### src/rtl/host_out_ep_pkg.sv
package host_out_ep_pkg;
  localparam logic [1:0] ADDR_CSR   = 2'd0;
  localparam logic [1:0] ADDR_TYPE  = 2'd1;
  localparam logic [1:0] ADDR_MAXP  = 2'd2;
  localparam logic [1:0] ADDR_NAKLIM = 2'd3;

  localparam int BIT_AUTO    = 15;
  localparam int BIT_FORCE   = 11;
  localparam int BIT_MODE    = 13;
  localparam int BIT_TOGWE   = 9;
  localparam int BIT_TOGVAL  = 8;
  localparam int BIT_NAKTO   = 7;
  localparam int BIT_CLRTOG  = 6;
  localparam int BIT_FLUSH   = 3;
  localparam int BIT_NEMPTY  = 1;
  localparam int BIT_PKTRDY  = 0;

  localparam logic [15:0] CSR_STORE_MASK = 16'hFC00;
  localparam logic [1:0]  PROTO_BULK     = 2'b10;

  typedef struct packed {
    logic [1:0] speed;
    logic [1:0] proto;
    logic [3:0] ep;
  } xfer_type_t;
endpackage

### src/rtl/hoe_buf_track.sv
module hoe_buf_track #(
  parameter int NBUF  = 2,
  parameter int CNT_W = 11
) (
  input  logic             clk,
  input  logic             rst_n,
  input  logic             fifo_en,
  input  logic             ld_valid,
  output logic             ld_ready,
  input  logic             autoset,
  input  logic [CNT_W-1:0] maxp,
  input  logic             sw_commit,
  input  logic             retire,
  input  logic             flush,
  output logic             all_full,
  output logic             non_empty
);
  localparam int HW = $clog2(NBUF + 1);

  logic [HW-1:0]    held;
  logic [CNT_W-1:0] fill, fill_inc;
  logic room, ld_fire, auto_commit, commit, drop;

  assign room        = held < HW'(NBUF);
  assign ld_ready    = fifo_en & room;
  assign ld_fire     = ld_valid & ld_ready;
  assign fill_inc    = fill + CNT_W'(1);
  assign auto_commit = ld_fire & autoset & (fill_inc == maxp);
  assign commit      = room & (sw_commit | auto_commit);
  assign drop        = (retire | flush) & (held != '0);
  assign all_full    = held == HW'(NBUF);
  assign non_empty   = held != '0;

  always_ff @(posedge clk) begin
    if (!rst_n) begin
      held <= '0;
      fill <= '0;
    end else begin
      held <= held + HW'(commit) - HW'(drop);
      if (commit)
        fill <= '0;
      else if (flush && held == '0)
        fill <= '0;
      else if (ld_fire)
        fill <= fill_inc;
    end
  end

  assert_flush_one_R10: assert property (@(posedge clk) disable iff (!rst_n)
    (flush && held != '0 && !commit) |=> held == $past(held) - HW'(1));
  assert_no_load_when_full_R3: assert property (@(posedge clk) disable iff (!rst_n)
    (held == HW'(NBUF)) |-> !ld_ready);
  assert_autoset_commits_R4: assert property (@(posedge clk) disable iff (!rst_n)
    (auto_commit && room && !drop) |=> held != '0);
endmodule

### src/rtl/hoe_toggle.sv
module hoe_toggle (
  input  logic clk,
  input  logic rst_n,
  input  logic clr,
  input  logic wr_en,
  input  logic wr_val,
  input  logic flip,
  output logic tog
);
  always_ff @(posedge clk) begin
    if (!rst_n)     tog <= 1'b0;
    else if (clr)   tog <= 1'b0;
    else if (wr_en) tog <= wr_val;
    else if (flip)  tog <= ~tog;
  end

  assert_clear_wins_R9: assert property (@(posedge clk) disable iff (!rst_n)
    clr |=> !tog);
  assert_guarded_write_R8: assert property (@(posedge clk) disable iff (!rst_n)
    (wr_en && !clr) |=> tog == $past(wr_val));
  assert_flip_R6: assert property (@(posedge clk) disable iff (!rst_n)
    (flip && !clr && !wr_en) |=> tog != $past(tog));
endmodule

### src/rtl/hoe_nak_timer.sv
module hoe_nak_timer #(
  parameter int LIM_W = 16
) (
  input  logic             clk,
  input  logic             rst_n,
  input  logic             frame_tick,
  input  logic             nak_seen,
  input  logic             ok,
  input  logic [LIM_W-1:0] limit,
  input  logic             flag_clr,
  output logic             timeout
);
  logic             run, counting, hit;
  logic [LIM_W-1:0] cnt, cnt_inc;

  assign cnt_inc  = cnt + LIM_W'(1);
  assign counting = frame_tick & (run | nak_seen) & (limit != '0) & ~timeout & ~ok;
  assign hit      = counting & (cnt_inc >= limit);

  always_ff @(posedge clk) begin
    if (!rst_n) begin
      run     <= 1'b0;
      cnt     <= '0;
      timeout <= 1'b0;
    end else begin
      if (ok) begin
        run <= 1'b0;
        cnt <= '0;
      end else begin
        if (nak_seen) run <= 1'b1;
        if (counting) cnt <= hit ? '0 : cnt_inc;
      end
      if (hit)           timeout <= 1'b1;
      else if (flag_clr) timeout <= 1'b0;
    end
  end

  assert_flag_sticky_R12: assert property (@(posedge clk) disable iff (!rst_n)
    (timeout && !flag_clr) |=> timeout);
  assert_zero_limit_R11: assert property (@(posedge clk) disable iff (!rst_n)
    (limit == '0 && !timeout) |=> !timeout);
endmodule

### src/rtl/host_out_ep.sv
module host_out_ep
  import host_out_ep_pkg::*;
#(
  parameter int NBUF   = 2,
  parameter int MAXP_W = 11,
  parameter int NAK_W  = 16
) (
  input  logic        clk,
  input  logic        rst_n,
  input  logic        reg_wr,
  input  logic [1:0]  reg_addr,
  input  logic [15:0] reg_wdata,
  output logic [15:0] reg_rdata,
  input  logic        ld_valid,
  output logic        ld_ready,
  input  logic        xact_done,
  input  logic        nak_seen,
  input  logic        frame_tick,
  output logic        tx_pending,
  output logic        data_tog,
  output logic        nak_timeout,
  output logic [3:0]  tgt_ep,
  output logic [1:0]  tgt_speed,
  output logic        bulk_sel
);
  logic [15:0]       csr_q;
  xfer_type_t        type_q;
  logic [MAXP_W-1:0] maxp_q;
  logic [NAK_W-1:0]  naklim_q;
  logic csr_wr, all_full, non_empty, flip;
  logic [15:0] csr_view;

  assign csr_wr = reg_wr && reg_addr == ADDR_CSR;

  always_ff @(posedge clk) begin
    if (!rst_n) begin
      csr_q    <= '0;
      type_q   <= '0;
      maxp_q   <= '0;
      naklim_q <= '0;
    end else if (reg_wr) begin
      case (reg_addr)
        ADDR_CSR:  csr_q    <= reg_wdata & CSR_STORE_MASK;
        ADDR_TYPE: type_q   <= xfer_type_t'(reg_wdata[7:0]);
        ADDR_MAXP: maxp_q   <= reg_wdata[MAXP_W-1:0];
        default:   naklim_q <= reg_wdata[NAK_W-1:0];
      endcase
    end
  end

  hoe_buf_track #(.NBUF(NBUF), .CNT_W(MAXP_W)) u_buf (
    .clk, .rst_n,
    .fifo_en   (csr_q[BIT_MODE]),
    .ld_valid,
    .ld_ready,
    .autoset   (csr_q[BIT_AUTO]),
    .maxp      (maxp_q),
    .sw_commit (csr_wr & reg_wdata[BIT_PKTRDY]),
    .retire    (xact_done),
    .flush     (csr_wr & reg_wdata[BIT_FLUSH]),
    .all_full,
    .non_empty
  );

  assign flip = xact_done | (csr_q[BIT_FORCE] & nak_seen);

  hoe_toggle u_tog (
    .clk, .rst_n,
    .clr    (csr_wr & reg_wdata[BIT_CLRTOG]),
    .wr_en  (csr_wr & reg_wdata[BIT_TOGWE]),
    .wr_val (reg_wdata[BIT_TOGVAL]),
    .flip,
    .tog    (data_tog)
  );

  hoe_nak_timer #(.LIM_W(NAK_W)) u_nak (
    .clk, .rst_n,
    .frame_tick,
    .nak_seen,
    .ok       (xact_done),
    .limit    (naklim_q),
    .flag_clr (csr_wr & reg_wdata[BIT_NAKTO]),
    .timeout  (nak_timeout)
  );

  always_comb begin
    csr_view             = csr_q;
    csr_view[BIT_TOGVAL] = data_tog;
    csr_view[BIT_NAKTO]  = nak_timeout;
    csr_view[BIT_NEMPTY] = non_empty;
    csr_view[BIT_PKTRDY] = all_full;
    case (reg_addr)
      ADDR_CSR:  reg_rdata = csr_view;
      ADDR_TYPE: reg_rdata = {8'h00, type_q};
      ADDR_MAXP: reg_rdata = 16'(maxp_q);
      default:   reg_rdata = 16'(naklim_q);
    endcase
  end

  assign tx_pending = non_empty;
  assign tgt_ep     = type_q.ep;
  assign tgt_speed  = type_q.speed;
  assign bulk_sel   = type_q.proto == PROTO_BULK;

  assert_pending_needs_mode_R3: assert property (@(posedge clk) disable iff (!rst_n)
    ld_ready |-> csr_q[BIT_MODE]);
  assert_retire_one_R6: assert property (@(posedge clk) disable iff (!rst_n)
    (xact_done && all_full && !csr_wr) |=> (!all_full && tx_pending) || NBUF == 1);
endmodule

### config.mk
export PLATFORM = sky130hd
export DESIGN_NAME = host_out_ep
export DESIGN_NICKNAME = d
export VERILOG_FILES = /design/src/rtl/host_out_ep_pkg.sv /design/src/rtl/hoe_buf_track.sv /design/src/rtl/hoe_toggle.sv /design/src/rtl/hoe_nak_timer.sv /design/src/rtl/host_out_ep.sv
export SDC_FILE = /design/constraint.sdc
export NUM_CORES = 1
export LEC_CHECK = 0
export BUFFER_PORTS_ARGS = -buffer_cell sky130_fd_sc_hd__buf_2
export CORE_AREA = 2 2 95 97
export CTS_CLUSTER_SIZE = 12
export DETAILED_ROUTE_END_ITERATION = 10
export DIE_AREA = 0 0 97 99
export PLACE_DENSITY_LB_ADDON = 0.25
export SLEW_MARGIN = 20
export SYNTH_ARGS = -nofsm -noshare
export SYNTH_HDL_FRONTEND = slang
export SYNTH_SLANG_ARGS = --single-unit
### constraint.sdc
create_clock -name clk -period 3 [get_ports clk]
set_clock_uncertainty 0.15 [all_clocks]
set_input_delay 0.15 -clock clk [delete_from_list [all_inputs] [get_ports clk]]
set_output_delay 0.15 -clock clk [all_outputs]
set_load 0.005 [all_outputs]
### After elaboration in Yosys (flattened, before gate mapping)

Cells that the tools add are included.

* logic and storage cells: 71
* output and inout port bits: 27
* register bits: 73

* bitwise operators: 26
* reduce and logical (&&, ||, !) cells: 16
* equality and inequality tests: 5
* $lt $le $gt $ge: 2
* $add $sub $neg: 4
* mux-type cells: 6

Operator list (number)
* $pmux 16 s3: 1
* $and 1x1->1: 17
* $add 16x1->16 const B: 1
* $ge 16x16->1: 1
* $mux 16: 1
* $reduce_bool 16->1: 1
* $add 11x1->11 const B: 1
* $eq 11x11->1: 1
* $reduce_and 2->1: 4
* $eq 2x2->1 const B: 3
* $reduce_bool 2->1: 3
* $reduce_or 3->1: 2
* $not 1->1: 5
* $logic_not 2->1: 2
* $mux 1: 4
* $or 1x1->1: 4
* $reduce_or 2->1: 2
* $add 2x1->2: 1
* $eq 2x1->1 const B: 1
* $logic_and 1x1->1: 2
* $lt 2x2->1 const B: 1
* $sub 2x1->2: 1

### Logic depth before layout (Yosys ltp)

* word-level depth: 9
* depth in mapped cells: 13

### By module

A second synthesis with hierarchy kept.

* cells, all modules: 506
* area, all modules: 4526.8 um^2

Modules (own cells, without submodules)
* host_out_ep: area each 1988.2 um^2, seq. area each 820.8 um^2, cells each 197, times used 1
* hoe_nak_timer: area each 1457.6 um^2, seq. area each 360.3 um^2, cells each 178, times used 1
* hoe_buf_track: area each 1031.0 um^2, seq. area each 260.2 um^2, cells each 126, times used 1
* hoe_toggle: area each 50.0 um^2, seq. area each 20.0 um^2, cells each 5, times used 1

### Least setup slack after synthesis

Ideal clock, no wire load.

* path type: register to register
* start point: reg u_nak.cnt[5]
* end point: reg u_nak.cnt[11]
* clock period less this slack: 2.983 ns
* setup slack: 0.017 ns
* data arrival time: 2.759 ns
* cell stages (with the launch flop): 14
* required time: 2.776 ns
* path buffers: 2
* cell sequence: dfxtp_1 > clkbuf_1 > nand2_1 > nor3_2 > nand4_1 > xnor2_1 > ha_1 > nand4_1 > or2_2 > o221ai_1 > a211oi_2 > buf_2 > nand3_1 > a31oi_1

* cells in the longest elaborated chain, start to end: 4

RTL lines
* start, declared: RTL line hoe_nak_timer.sv:14 `logic [LIM_W-1:0] cnt, cnt_inc;`
* start signal, assigned: RTL line hoe_nak_timer.sv:31 `if (counting) cnt <= hit ? '0 : cnt_inc;`
* $add 16x1->16 (*): RTL line hoe_nak_timer.sv:16 `assign cnt_inc = cnt + LIM_W'(1);`
* $ge 16x16->1: RTL line hoe_nak_timer.sv:18 `assign hit = counting & (cnt_inc >= limit);`
* $and 1x1->1: RTL line hoe_nak_timer.sv:18
* $mux 16 (*): RTL line hoe_nak_timer.sv:31

Every way passes the cells marked *; elsewhere a longest branch is shown, timed or not.
A chain may end at the register's enable or synchronous reset.

### Final worst setup path

* start point: reg u_nak.cnt[2]
* end point: reg u_nak.cnt[8]

Same word-level chain as after synthesis.

==> results.yml <==
logic_synthesis:
  syn_area_per_cell_um2: 8.05
  synth_seq_area_share: 0.328
  ys.flop_type: "dfxtp_1"
  ys_async_sr_fraction: 0
  synth_nets: 599
  synth_edf_count: 0
  yosys_warnings: 0
  ys_types: 52
  syn_inst: 554
  ys_ff_latch: 73
  netlist_area_um2: 4460
floorplanning:
  core_area_um2: 8550
  initial_utilization: 0.522
  ios: 52
  die_area_um2: 9600
  rows: 34
  die_w_um: 97
  die_h_um: 99
clock_network:
  cts.sinks: 73
  clk_pin_slew_worst_paths_ps: 90
  clock_path_buffers: 2
  cts_buffers: 9
  insertion_delay_ps: 360
  h-tree-depth: 3
  root_buffer: "clkbuf_8"
  tritoncts: "yes"
sta:
  relSlewSlack: 0.511
  fmax_mhz: 345
  hold_viol_final: 0
  setup-violations-final: 0
  drv_slew: 0
  worstMarginPinSlew_ps: 731
  grt_setup_unrepaired: "true"
  holdWs_ps: 42.1
  setup-tns-final_ps: 0
  fin_ws_ps: 102
  period_share: 0.966
  min_period_ps: 2900
power:
  ir_drop_uv: 230
  p_leak_nw: 2.20
  power.density_nw_per_um2: 428
  total_power_mw: 2.31
route:
  drcViolationCount: 0
  via_per_inst: 5.71
  first_pass_iters: 5
  routed_wl_um: 12200
  ant_nets: 0
  wl_per_cell_um: 16.5
  drtIter0Drc: 232
  vias: 4214
grt:
  track_usage: 0.248
  grt_max_degree: 47
  grt_pass1_vias: 3932
  grt-ovfl-total: 0
  grt_pass1_wl_um: 19400
  antenna_found_initial: 0
worst_setup_path:
  crit_path_start_kind: "flop"
  critPathBufInv: 3
  crit_path_start: "u_nak.cnt[2]$_SDFFE_PP0P_"
  cp_common_cell: "buf_4"
  cp_data_arrival_time_ps: 3030
  worstSetupEndpointType: "flop"
  cpMaxStageDelayCell: "dfxtp_1"
  max_stage_delay_ps: 360
  cp_cell_sequence: "nand3_2, buf_4, or2_4, xnor2_2, ha_1, a211o_1, a21oi_1, o21ai_1, a211oi_4, buf_4, clkbuf_16, nand3_1, a31oi_1"
  path_max_fanout: 7
  path_class: "reg -> reg"
  cp.required_ps: 3130
  cp_top_family: "compound AO/OA/AOI/OAI gates"
  r2r-start: "u_nak.cnt[2]$_SDFFE_PP0P_"
final_layout:
  multi_input_area_um2: 2790
  fin_util: 0.632
  final_common_cell: "nand2_1"
  syn2layout_area_growth_pct: 21.1
  nFillCells: 735
  regArea_um2: 1470
  final_nets: 669
  final_layout_size_suffix_gt1_frac: 0.210
  mostFrequentLayoutCells: "nand2_1 (95), dfxtp_1 (68), buf_2 (51)"
place:
  dpl.hpwl_um: 8410
  place_congestion: 0.897
  port_buffers: 51
  post-place-ws_ps: 47.0
run:
  max_cap_viol_count: 0
worst_hold_path:
  holdCritPathClass: "in -> reg"
  hp-start: "reg_wr"
outcome:
  status: "complete, no violations"
==> routing by layer <==
metal,vias to the layer above,GRT usage,share of wire
met5,-,0,0
met4,0,0.0780,0.022
met3,24,0.0546,0.050
met2,118,0.392,0.47
met1,2013,0.340,0.46
li1,2059,-,-
==> Yosys cell counts (all sizes together), types with 2 or more instances <==
master   n  area share
a211oi   2      0.0045
a21boi  31       0.052
a21o     2      0.0034
a21oi   17       0.019
a22o    12       0.024
a31oi   11       0.015
and2     8       0.012
and3     6      0.0084
and4     3      0.0059
buf     16       0.024
clkbuf  26       0.022
dfxtp   73        0.33
ha      20       0.056
inv     22       0.019
mux2     6       0.015
mux2i   14       0.031
mux4     2       0.010
nand2   96       0.081
nand2b   3      0.0042
nand3   31       0.038
nand4   11       0.015
nor2    19       0.017
nor2b   19       0.027
nor3    27       0.031
nor4     9       0.014
o21ai    9       0.010
or2      2      0.0028
xnor2   33       0.065
xor2    11       0.022
==> metrics by stage <==
stage	cells	instance area [um^2]
after global placement	696	4850
final	738	5400
after detailed placement	696	4850
after global routing	737	5400
after floorplan	554	4460
after CTS	729	5230
==> flip-flops by register name, indices dropped and copies added (netlist names) <==
signal	cells
type_q	2
csr_q	6
tgt_ep	4
tgt_speed	2
u_tog.tog	1
u_nak.cnt	16
u_nak.run	1
naklim_q	16
u_buf.held	2
u_nak.timeout	1
maxp_q	11
u_buf.fill	11
==> kinds of logic after synthesis <==
group | count (synthesis) | share of synthesized area
xor+xnor | 44 | 0.0864
compound gates | 94 | 0.148
mux | 22 | 0.0566
fa+ha+maj | 20 | 0.0561
flops | 73 | 0.328
buf+inv | 64 | 0.0645
simple gates | 237 | 0.261
==> what timing repair did <==
action / CTS / global route
buffers inserted: 0 / 6
hold buffers: 17 / 0
endpoints found under the setup margin: 0 / 17
gates resized for setup: 0 / 23
endpoints found under the hold margin: 40 / 0
==> final cells by class <==
type | count | share of cell area
Inverter | 22 | 0.0153
Clock buffer | 10 | 0.0255
Sequential cell | 73 | 0.272
Clock inverter | 6 | 0.0134
Tap cell | 108 | 0.0250
Timing Repair Buffer | 101 | 0.132
Antenna cell | 1 | 0.000463
Multi-Input combinational cell | 417 | 0.517
==> worst min-delay path, cell delays in order <==
cell and delay [ps]:
buf_2 190, nand3_1 110, a21boi_0 70
==> power breakdown <==
part / switching, mW / internal (mW) / total (mW)
Combinational: 0.221 / 0.209 / 0.431
Clock: 0.414 / 0.416 / 0.830
Sequential: 0.0451 / 1.00 / 1.05
==> path summary, 6_finish.rpt <==
| kind | endpoint | slack [ps] | depth (start not counted) |
|---|---|---|---|
| worst max register to register | u_nak.cnt[8]$_SDFFE_PP0P_ | 100 | 13 |
| worst max-delay path | u_nak.cnt[8]$_SDFFE_PP0P_ | 100 | 13 |
| worst min register to register | u_nak.run$_SDFFE_PP0P_ | 310 | 2 |
| worst min-delay path | tgt_ep[0]$_SDFFE_PN0P_ | 40 | 3 |
Note: power is estimated with default switching activity, not from simulation.
